**config.mk**
```make
export PLATFORM = sky130hd
export DESIGN_NAME = dma_chan
export DESIGN_NICKNAME = d
export VERILOG_FILES = /design/src/rtl/dma_chan_pkg.sv /design/src/rtl/dma_chan_regs.sv /design/src/rtl/dma_chan_seq.sv /design/src/rtl/dma_chan.sv
export SDC_FILE = /design/constraint.sdc
export NUM_CORES = 1
export LEC_CHECK = 0
export BUFFER_PORTS_ARGS = -buffer_cell sky130_fd_sc_hd__buf_4
export CAP_MARGIN = 20
export CORE_UTILIZATION = 55
export CTS_BUF_LIST = sky130_fd_sc_hd__clkbuf_16
export CTS_CLUSTER_SIZE = 10
export DETAILED_ROUTE_END_ITERATION = 8
export GPL_TIMING_DRIVEN = 0
export PLACE_DENSITY = 0.76
export RECOVER_POWER = 25
export SYNTH_ARGS = -nofsm -noshare
export SYNTH_HDL_FRONTEND = slang
export SYNTH_SLANG_ARGS = --single-unit
```
**constraint.sdc**
```tcl
create_clock -name clk -period 2.5 [get_ports clk]
set_clock_uncertainty 0.2 [all_clocks]
set_input_delay 0 -clock clk [delete_from_list [all_inputs] [get_ports clk]]
set_output_delay 0 -clock clk [all_outputs]
set_load 0.05 [all_outputs]
```
**src/rtl/dma_chan_pkg.sv**
```systemverilog
// Shared types for the DMA channel: service mode codes, configuration
// select codes and transfer sequencer states.
package dma_chan_pkg;

    typedef enum logic [1:0] {
        XM_DEMAND  = 2'b00,
        XM_SINGLE  = 2'b01,
        XM_BLOCK   = 2'b10,
        XM_CASCADE = 2'b11
    } xfer_mode_e;

    localparam logic [1:0] SEL_ADDR = 2'd0;
    localparam logic [1:0] SEL_CNT  = 2'd1;
    localparam logic [1:0] SEL_MODE = 2'd2;
    localparam logic [1:0] SEL_MASK = 2'd3;

    // S_ADR sets up the upper address byte, S_STB/S_EXT carry the strobe,
    // S_END closes the transfer and advances the counters.
    typedef enum logic [2:0] {
        S_IDLE, S_REQ, S_ADR, S_STB, S_EXT, S_END
    } seq_state_e;

endpackage

```
**src/rtl/dma_chan_regs.sv**
```systemverilog
// Configuration and working registers of the channel.
// Holds base and working address/count, the mode word, the mask and the
// terminal-count flag. Assumes configuration writes occur only while idle.
module dma_chan_regs
    import dma_chan_pkg::*;
#(
    parameter int AW = 16,
    parameter int LW = 8
) (
    input  logic          clk,
    input  logic          rst_n,
    input  logic          cfg_we_i,
    input  logic [1:0]    cfg_sel_i,
    input  logic [AW-1:0] cfg_wdata_i,
    input  logic          step_i,
    output logic [AW-1:0] cur_addr_o,
    output logic          last_o,
    output logic          low_full_o,
    output xfer_mode_e    mode_o,
    output logic          to_dev_o,
    output logic          compressed_o,
    output logic          masked_o,
    output logic          tc_flag_o
);

    logic [AW-1:0] base_addr_q, base_cnt_q, cur_addr_q, cur_cnt_q;
    xfer_mode_e    mode_q;
    logic          to_dev_q, comp_q, masked_q, tc_q;

    // Register writes, unmask reload and per-transfer counter advance.
    always_ff @(posedge clk) begin
        if (!rst_n) begin
            base_addr_q <= '0;
            base_cnt_q  <= '0;
            cur_addr_q  <= '0;
            cur_cnt_q   <= '0;
            mode_q      <= XM_DEMAND;
            to_dev_q    <= 1'b0;
            comp_q      <= 1'b0;
            masked_q    <= 1'b1;
            tc_q        <= 1'b0;
        end else if (cfg_we_i) begin
            case (cfg_sel_i)
                SEL_ADDR: base_addr_q <= cfg_wdata_i;
                SEL_CNT:  base_cnt_q  <= cfg_wdata_i;
                SEL_MODE: begin
                    mode_q   <= xfer_mode_e'(cfg_wdata_i[1:0]);
                    to_dev_q <= cfg_wdata_i[2];
                    comp_q   <= cfg_wdata_i[3];
                end
                default: begin
                    masked_q <= cfg_wdata_i[0];
                    if (!cfg_wdata_i[0]) begin
                        cur_addr_q <= base_addr_q;
                        cur_cnt_q  <= base_cnt_q;
                        tc_q       <= 1'b0;
                    end
                end
            endcase
        end else if (step_i) begin
            cur_addr_q <= cur_addr_q + AW'(1);
            cur_cnt_q  <= cur_cnt_q - AW'(1);
            if (cur_cnt_q == '0) begin
                tc_q     <= 1'b1;
                masked_q <= 1'b1;
            end
        end
    end

    // Status and decode outputs for the sequencer and the bus.
    always_comb begin
        cur_addr_o   = cur_addr_q;
        last_o       = (cur_cnt_q == '0);
        low_full_o   = &cur_addr_q[LW-1:0];
        mode_o       = mode_q;
        to_dev_o     = to_dev_q;
        compressed_o = comp_q;
        masked_o     = masked_q;
        tc_flag_o    = tc_q;
    end

endmodule

```
**src/rtl/dma_chan_seq.sv**
```systemverilog
// Transfer sequencer: hold handshake, per-byte phase timing, service-mode
// continuation and cascade pass-through. Assumes the processor keeps the
// grant high while hold request is high.
module dma_chan_seq
    import dma_chan_pkg::*;
(
    input  logic       clk,
    input  logic       rst_n,
    input  logic       dreq_i,
    input  logic       hlda_i,
    input  logic       masked_i,
    input  xfer_mode_e mode_i,
    input  logic       compressed_i,
    input  logic       last_i,
    input  logic       low_full_i,
    output logic       hrq_o,
    output logic       dack_o,
    output logic       drive_o,
    output logic       strobe_o,
    output logic       step_o
);

    seq_state_e state_q, state_d;
    logic       cascade, busy, more;

    // State register.
    always_ff @(posedge clk) begin
        if (!rst_n) state_q <= S_IDLE;
        else        state_q <= state_d;
    end

    // Continuation rule at the end of a transfer, by service mode.
    always_comb begin
        cascade = (mode_i == XM_CASCADE);
        more    = !last_i && ((mode_i == XM_BLOCK) ||
                              ((mode_i == XM_DEMAND) && dreq_i));
    end

    // Next-state logic for the hold handshake and the transfer phases.
    always_comb begin
        state_d = state_q;
        case (state_q)
            S_IDLE: if (!masked_i && dreq_i && !cascade) state_d = S_REQ;
            S_REQ:  if (hlda_i) state_d = S_ADR;
            S_ADR:  state_d = S_STB;
            S_STB:  state_d = compressed_i ? S_END : S_EXT;
            S_EXT:  state_d = S_END;
            S_END: begin
                if (!more)                         state_d = S_IDLE;
                else if (compressed_i && !low_full_i) state_d = S_STB;
                else                               state_d = S_ADR;
            end
            default: state_d = S_IDLE;
        endcase
    end

    // Bus-side outputs; cascade mode only relays request and grant.
    always_comb begin
        busy     = (state_q == S_ADR) || (state_q == S_STB) ||
                   (state_q == S_EXT) || (state_q == S_END);
        hrq_o    = cascade ? (dreq_i && !masked_i) : (state_q != S_IDLE);
        dack_o   = cascade ? (dreq_i && hlda_i && !masked_i) : busy;
        drive_o  = !cascade && busy;
        strobe_o = !cascade && ((state_q == S_STB) || (state_q == S_EXT));
        step_o   = !cascade && (state_q == S_END);
    end

endmodule

```
**src/rtl/dma_chan.sv**
```systemverilog
// Single-channel DMA controller top: joins the register file and the
// sequencer and forms the paired memory/I/O strobes. Assumes one channel,
// incrementing addresses and no port address on the bus.
module dma_chan
    import dma_chan_pkg::*;
#(
    parameter int AW = 16,
    parameter int LW = 8
) (
    input  logic          clk,
    input  logic          rst_n,
    input  logic          cfg_we_i,
    input  logic [1:0]    cfg_sel_i,
    input  logic [AW-1:0] cfg_wdata_i,
    input  logic          dreq_i,
    input  logic          hlda_i,
    output logic          hrq_o,
    output logic          dack_o,
    output logic [AW-1:0] addr_o,
    output logic          addr_oe_o,
    output logic          cmd_oe_o,
    output logic          memr_n_o,
    output logic          memw_n_o,
    output logic          ior_n_o,
    output logic          iow_n_o,
    output logic          tc_o,
    output logic          tc_flag_o,
    output logic          masked_o
);

    xfer_mode_e mode;
    logic       to_dev, comp, last, low_full, masked, step;
    logic       drive, strobe, is_cascade;

    dma_chan_regs #(.AW(AW), .LW(LW)) u_regs (
        .clk(clk), .rst_n(rst_n),
        .cfg_we_i(cfg_we_i), .cfg_sel_i(cfg_sel_i), .cfg_wdata_i(cfg_wdata_i),
        .step_i(step),
        .cur_addr_o(addr_o), .last_o(last), .low_full_o(low_full),
        .mode_o(mode), .to_dev_o(to_dev), .compressed_o(comp),
        .masked_o(masked), .tc_flag_o(tc_flag_o)
    );

    dma_chan_seq u_seq (
        .clk(clk), .rst_n(rst_n),
        .dreq_i(dreq_i), .hlda_i(hlda_i),
        .masked_i(masked), .mode_i(mode), .compressed_i(comp),
        .last_i(last), .low_full_i(low_full),
        .hrq_o(hrq_o), .dack_o(dack_o), .drive_o(drive),
        .strobe_o(strobe), .step_o(step)
    );

    // Strobe pairing by direction and terminal-count indication.
    always_comb begin
        is_cascade = (mode == XM_CASCADE);
        masked_o   = masked;
        addr_oe_o  = drive;
        cmd_oe_o   = drive;
        memr_n_o   = !(strobe && to_dev);
        iow_n_o    = !(strobe && to_dev);
        ior_n_o    = !(strobe && !to_dev);
        memw_n_o   = !(strobe && !to_dev);
        tc_o       = drive && last;
    end

endmodule

```
==> results.tsv, run 1 <==
metric	value	unit
synth-simple-area-share	27.6	%
avgRoutedWirePerCell	18.3	um
cts.sinks	73	
irDropWorstVdd	0.000456	V
drv_slew	0	
place_area	0.00439	mm2
port_buffers	48	
die_h	86.3	um
synth_compound_area_share	25.9	%
grtUsageTotal	34.9	%
drt_pass1_iterations	5	
hold_depth	4	
cts_root_buf	clkbuf_16	
synth-main-ff-cell	dfxtp_1	
cap_violations	0	
period_needed	2.37	ns
final_common_cell	nand2_1	
clk_pin_slew_worst_paths	0.06	ns
rr_endpoint	u_regs.cur_addr_o[14]$_SDFFE_PN0P_	
synth-seq-cells	73	
critical_path_class	in2reg	
synth_edf_count	0	
ys.warnings.count	0	
reg2reg_from	u_regs.cur_addr_o[0]$_SDFFE_PN0P_	
synth_xor_xnor_area_share	0.448	%
syn_area_per_cell	8.06	um2
gp_congestion	0.909	
grt_pass1_vias	3904	
grt_pass1_wl	19.6	mm
design_area	0.00485	mm2
relSlewSlack	54.6	%
coreArea	0.00683	mm2
hold_start	dreq_i	
ioPinCount	50	
cts_buffer_depth	2	
fp.dieW	86.3	um
power.density	603	mW/mm2
setup_slack	0.133	ns
die-area	0.00745	mm2
syn_area	0.00391	mm2
ctsResizeCount	0	
rows	30	
slowest_stage	dlygate4sd3_1	
grt_antenna_before_repair	0	
slowest_delay	0.56	ns
wirelength	12.3	mm
finalSetupTns	0	ns
hold_viol_final	0	
cts_tree	built	
worstPathRequired	2.52	ns
ant_nets	0	
cts_max_level	3	
hold_end	u_seq.state_q[1]$_SDFFE_PN0P_	
path_cells	dlygate4sd3_1 > clkbuf_1 > buf_4 > buf_2 > buf_1 > a21oi_1 > o221a_1	
p_leak	1.88	nW
clk_latency	0.33	ns
initialDrtViolationCount	376	
rsz0062_at_grt	false	
min_path_type	in2reg	
worstPathMaxFanout	10	
ys_seq_area_share	37.4	%
vias_per_cell	6.08	
fin_nets	592	
tightest_slew	0.682	ns
drive_gt1_share	14.2	%
area_delta_synth_final	24.1	%
status	finished clean	
synth_fa_ha_area_share	0.640	%
syn_inst	485	
synth_nets	510	
num_vias	4064	
synth_top_family_by_area	simple AND/OR/NAND/NOR gates	
finish.utilization	71.0	%
ff2ff_setup_slack	0.19	ns
dpl.cell_count	629	
ff2ff_path_depth	6	
n_antenna_cell	0	
synth_cell_types	75	
critPathLaunchType	primary input	
async_flop_share	0	%
max_freq	0.422	GHz
grt_max_degree	13	
finalCritPeriodShare	94.7	%
numCtsBuffers	9	
layout_common_cells	93 x nand2_1, 73 x dfxtp_1, 36 x clkbuf_1	
critPathArrivalTime	2.39	ns
grt_overflow	0	
end_kind	flop	
final_cells	668	
drcViolationCount	0	
dp.final_hpwl	8.41	mm
start_util	57.2	%
synthMuxAreaShare	2.40	%
finalSetupViolCount	0	
place_ws	0.227	ns
## worst max path at each step
| stage | startpoint | end | cells past startpoint |
|---|---|---|---|
| 2_1_floorplan | u_regs.cur_addr_o[0]$_SDFFE_PN0P_ | u_regs.cur_addr_o[14]$_SDFFE_PN0P_ | 6 |
| 3_3_place_gp | u_regs.cur_addr_o[0]$_SDFFE_PN0P_ | u_regs.cur_addr_o[14]$_SDFFE_PN0P_ | 6 |
| 3_5_place_dp | u_regs.cur_addr_o[0]$_SDFFE_PN0P_ | u_regs.cur_addr_o[14]$_SDFFE_PN0P_ | 6 |
| 4_1_cts | u_regs.cur_addr_o[0]$_SDFFE_PN0P_ | u_regs.cur_addr_o[14]$_SDFFE_PN0P_ | 6 |
| 5_1_grt | u_regs.cur_addr_o[0]$_SDFFE_PN0P_ | u_regs.cur_addr_o[14]$_SDFFE_PN0P_ | 6 |
| 6_report | cfg_we_i | u_regs.cur_addr_o[6]$_SDFFE_PN0P_ | 7 |
## synthesized netlist by cell type, drive strengths merged, types with 2 or more instances
master | count | area share (%)
nand2b | 5 | 0.80
a31oi | 2 | 0.32
nor2 | 32 | 3.1
nor3 | 17 | 2.7
or3 | 6 | 0.96
a22o | 5 | 1.1
or2 | 2 | 0.32
a221oi | 4 | 1.1
a21boi | 35 | 6.7
nand4 | 6 | 1.1
nor3b | 4 | 0.90
o31a | 2 | 0.45
o21ai | 26 | 3.3
clkbuf | 16 | 1.5
o41ai | 3 | 1.1
and2 | 6 | 1.0
a21oi | 24 | 3.4
o221a | 3 | 0.86
o2bb2ai | 2 | 0.45
nand3 | 10 | 1.4
dfxtp | 73 | 37
ha | 2 | 0.64
nand2 | 94 | 9.1
o31ai | 4 | 0.77
buf | 20 | 3.1
o211ai | 3 | 0.58
a32o | 7 | 1.8
a211oi | 2 | 0.38
a22oi | 5 | 0.96
inv | 10 | 0.96
mux2i | 6 | 1.5
nor2b | 13 | 2.1
and3 | 6 | 0.96
nor4 | 3 | 0.80
a21o | 2 | 0.42
mux2 | 3 | 0.86
nand3b | 2 | 0.38
## critical path: cells and delay by family
family          cells  cell delay [ns]
buf+inv             5             1.97
compound gates      2             0.41
## cell type report
cell class / count / area, um2
multi-input combinational: 366 / 2230
fill: 580 / 1980
sequential: 73 / 1460
timing repair buffer: 71 / 519
clock buffer: 9 / 225
buffer: 36 / 175
tap: 96 / 120
clock inverter: 7 / 86.3
inverter: 10 / 37.5
## flip-flops by register name, indices dropped and copies added (netlist names)
name                 count
u_regs.to_dev_o          1
u_regs.tc_flag_o         1
u_regs.cur_addr_o       16
u_regs.base_cnt_q       16
u_regs.compressed_o      1
u_regs.cur_cnt_q        16
u_regs.mode_o            2
u_seq.state_q            3
u_regs.masked_o          1
u_regs.base_addr_q      16
## per-stage QoR
step	hold slack (ns)	power, mW
6_report	0.0682	2.93
5_1_grt	0.116	3.01
4_1_cts	0.0622	2.92
3_5_place_dp	0.0649	1.55
3_3_place_gp	0.0651	1.54
2_1_floorplan	-0.0652	1.44
## where the power goes
group	internal, mW	total (mW)	switching (mW)	leakage [nW]
sequential	1.19	1.22	0.0242	0.591
combinational	0.141	0.343	0.202	1.14
clock	0.865	1.37	0.502	0.158
total	2.20	2.93	0.729	1.88
## per-layer routing
layer	wire, um	global-route usage, %	vias to the layer above
li1	-	-	1904
met1	5200	44.4	1902
met2	5690	54.8	209
met3	908	7.05	49
met4	452	20.9	0
met5	0	0	-
## repair_timing
item / CTS / global route
buffers inserted: 0 / 0
endpoints found under the hold margin: 45 / 0
hold buffers: 23 / 0
## logic make-up after synthesis
family	after synthesis
AOI/OAI and AO/OA	139
muxes	9
buffers and inverters	46
xor gates and xnor gates	2
adders and majority gates	2
DFF	73
and+or+nand+nor	214
Note: power is estimated with default switching activity, not from simulation.
==> inputs of run 2 (changes only) <==
--- a/config.mk
+++ b/config.mk
@@ -7,12 +7,13 @@
 export LEC_CHECK = 0
 export BUFFER_PORTS_ARGS = -buffer_cell sky130_fd_sc_hd__buf_4
 export CAP_MARGIN = 20
+export CORE_MARGIN = 1.5
 export CORE_UTILIZATION = 55
 export CTS_BUF_LIST = sky130_fd_sc_hd__clkbuf_16
 export CTS_CLUSTER_SIZE = 10
 export DETAILED_ROUTE_END_ITERATION = 8
 export GPL_TIMING_DRIVEN = 0
-export PLACE_DENSITY = 0.76
+export PLACE_DENSITY = 0.87
 export RECOVER_POWER = 25
 export SYNTH_ARGS = -nofsm -noshare
 export SYNTH_HDL_FRONTEND = slang
==> run 2 against run 1 <==
  * The run now ends with DRC left
  * Utilization shrank 0.18 points
  * Global-route usage grew 1.1 points
  * Sequential power is essentially flat
  * Largest power group unchanged
  * Critical path depth shrank 1
  * First-iteration DRC count grew 53%
  * Clock-buffer cell count is the same
  * Total power shrank 2.7%
  * Combinational power grew 2%
  * Die area grew 2.3%
  * Register-to-register slack lost 0.03 ns
  * Wire length grew 7.9%
  * Clock power shrank 7%
==> results.tsv, run 2 (synthesized netlist as in run 1, its figures left out) <==
metric	value	unit
p_leak	1.86	nW
coreArea	0.00683	mm2
clk_latency	0.34	ns
clk_pin_slew_worst_paths	0.06	ns
ff2ff_setup_slack	0.16	ns
finalSetupTns	0	ns
fp.dieW	87.3	um
cp-startpoint	u_regs.cur_addr_o[1]$_SDFFE_PN0P_	
cts_max_level	3	
cts_buffer_depth	2	
cts.sinks	73	
die-area	0.00762	mm2
gp_congestion	0.959	
path_cells	ha_1 > nand4_2 > nor3_2 > nand4_1 > and3b_1 > o31a_1	
hold_end	u_regs.base_cnt_q[1]$_SDFFE_PN0P_	
ff2ff_path_depth	6	
power.density	588	mW/mm2
layout_common_cells	93 x nand2_1, 72 x dfxtp_1, 36 x clkbuf_1	
grt_antenna_before_repair	0	
drv_slew	0	
status	finished, violations left	
slowest_stage	dfxtp_1	
ioPinCount	50	
rr_endpoint	u_regs.cur_addr_o[14]$_SDFFE_PN0P_	
area_delta_synth_final	23.8	%
cap_violations	0	
num-fill-cells	531	
numCtsBuffers	9	
hold_depth	5	
num_vias	4289	
vias_per_cell	6.41	
worstPathRequired	2.52	ns
critPathLaunchType	flop	
relSlewSlack	51.1	%
grtUsageTotal	36.0	%
n_antenna_cell	0	
max_freq	0.427	GHz
initialDrtViolationCount	574	
die_h	87.3	um
dp.final_hpwl	8.36	mm
final_cells	669	
wirelength	13.2	mm
avgRoutedWirePerCell	19.8	um
final_common_cell	nand2_1	
grt_pass1_wl	20.8	mm
hold_start	cfg_we_i	
fin_nets	593	
finalCritPeriodShare	93.6	%
irDropWorstVdd	0.000360	V
ant_nets	0	
drcViolationCount	1	
drive_gt1_share	14.1	%
reg2reg_from	u_regs.cur_addr_o[1]$_SDFFE_PN0P_	
dpl.cell_count	629	
grt_overflow	0	
hold_viol_final	0	
cts_tree	built	
rsz0062_at_grt	false	
cts_setup_buffers	0	
finish.utilization	70.9	%
failed_checks	DRC	
worstPathMaxFanout	7	
grt_max_degree	13	
tightest_slew	0.733	ns
start_util	57.2	%
grt_pass1_vias	4120	
slowest_delay	0.44	ns
critical_path_class	reg2reg	
min_path_type	in2reg	
setup_slack	0.160	ns
port_buffers	48	
drt_pass1_iterations	7	
end_kind	flop	
rows	30	
critPathArrivalTime	2.36	ns
finalSetupViolCount	0	
place_ws	0.215	ns
cts_root_buf	clkbuf_16	
period_needed	2.34	ns
## run 2: cell count changes in the layout (fill, tap and decap cells not counted), sizes merged
cell	before	now
dlygate4sd3	23	24
bufinv	2	1
clkinvlp	0	1
## run 2: critical path: cells and delay by family (launching register included)
kind,cells,cell delay [ns]
compound gates,1,0.33
simple gates,4,0.94
fa+ha+maj,1,0.31
flops,1,0.44
## run 2: layout make-up
class / instances / area, um2 / share of cell area [%]
Tap cell: 96 / 120 / 2.48
Clock inverter: 7 / 62.6 / 1.29
Buffer: 36 / 175 / 3.62
Timing Repair Buffer: 72 / 529 / 10.9
Multi-Input combinational cell: 366 / 2230 / 46.0
Inverter: 10 / 37.5 / 0.775
Sequential cell: 73 / 1460 / 30.2
Clock buffer: 9 / 225 / 4.65
## run 2: through the flow
stage	area, um2	hold WS [ns]	total power, mW
global route	4840	0.0686	2.90
finish	4840	0.0407	2.85
CTS	4920	0.00301	2.83
floorplan	3910	-0.0652	1.44
detailed placement	4390	0.0695	1.55
global placement	4390	0.0658	1.54
## run 2: worst max path at each step
stage / end / slack [ns] / depth (start not counted)
after floorplan: u_regs.cur_addr_o[14]$_SDFFE_PN0P_ / 0.07 / 6
after global placement: u_regs.cur_addr_o[14]$_SDFFE_PN0P_ / 0.29 / 6
after detailed placement: u_regs.cur_addr_o[14]$_SDFFE_PN0P_ / 0.21 / 6
after CTS: u_regs.cur_addr_o[14]$_SDFFE_PN0P_ / 0.20 / 6
after global routing: u_regs.cur_cnt_q[12]$_SDFFE_PN0P_ / 0.05 / 7
final: u_regs.cur_addr_o[14]$_SDFFE_PN0P_ / 0.16 / 6
## run 2: power by group
part           switching [mW]  total [mW]  internal, mW  leakage, nW
clock                   0.517        1.28         0.762        0.142
combinational           0.210       0.351         0.140         1.13
sequential             0.0254        1.22          1.19        0.592
total                   0.752        2.85          2.09         1.86
## run 2: routing by layer
layer	track usage [%]	up-vias	share of wire, %
met5	0	-	0
met1	44.0	1989	38
met4	23.1	0	5.8
met2	56.5	318	46
met3	8.82	87	10
li1	-	1895	-
## run 2: timing repair
action                                 4_1_cts  5_1_grt
setup endpoints to repair                    0        1
hold buffers                                24        0
resized for setup                            0        1
endpoints found under the hold margin       46        0
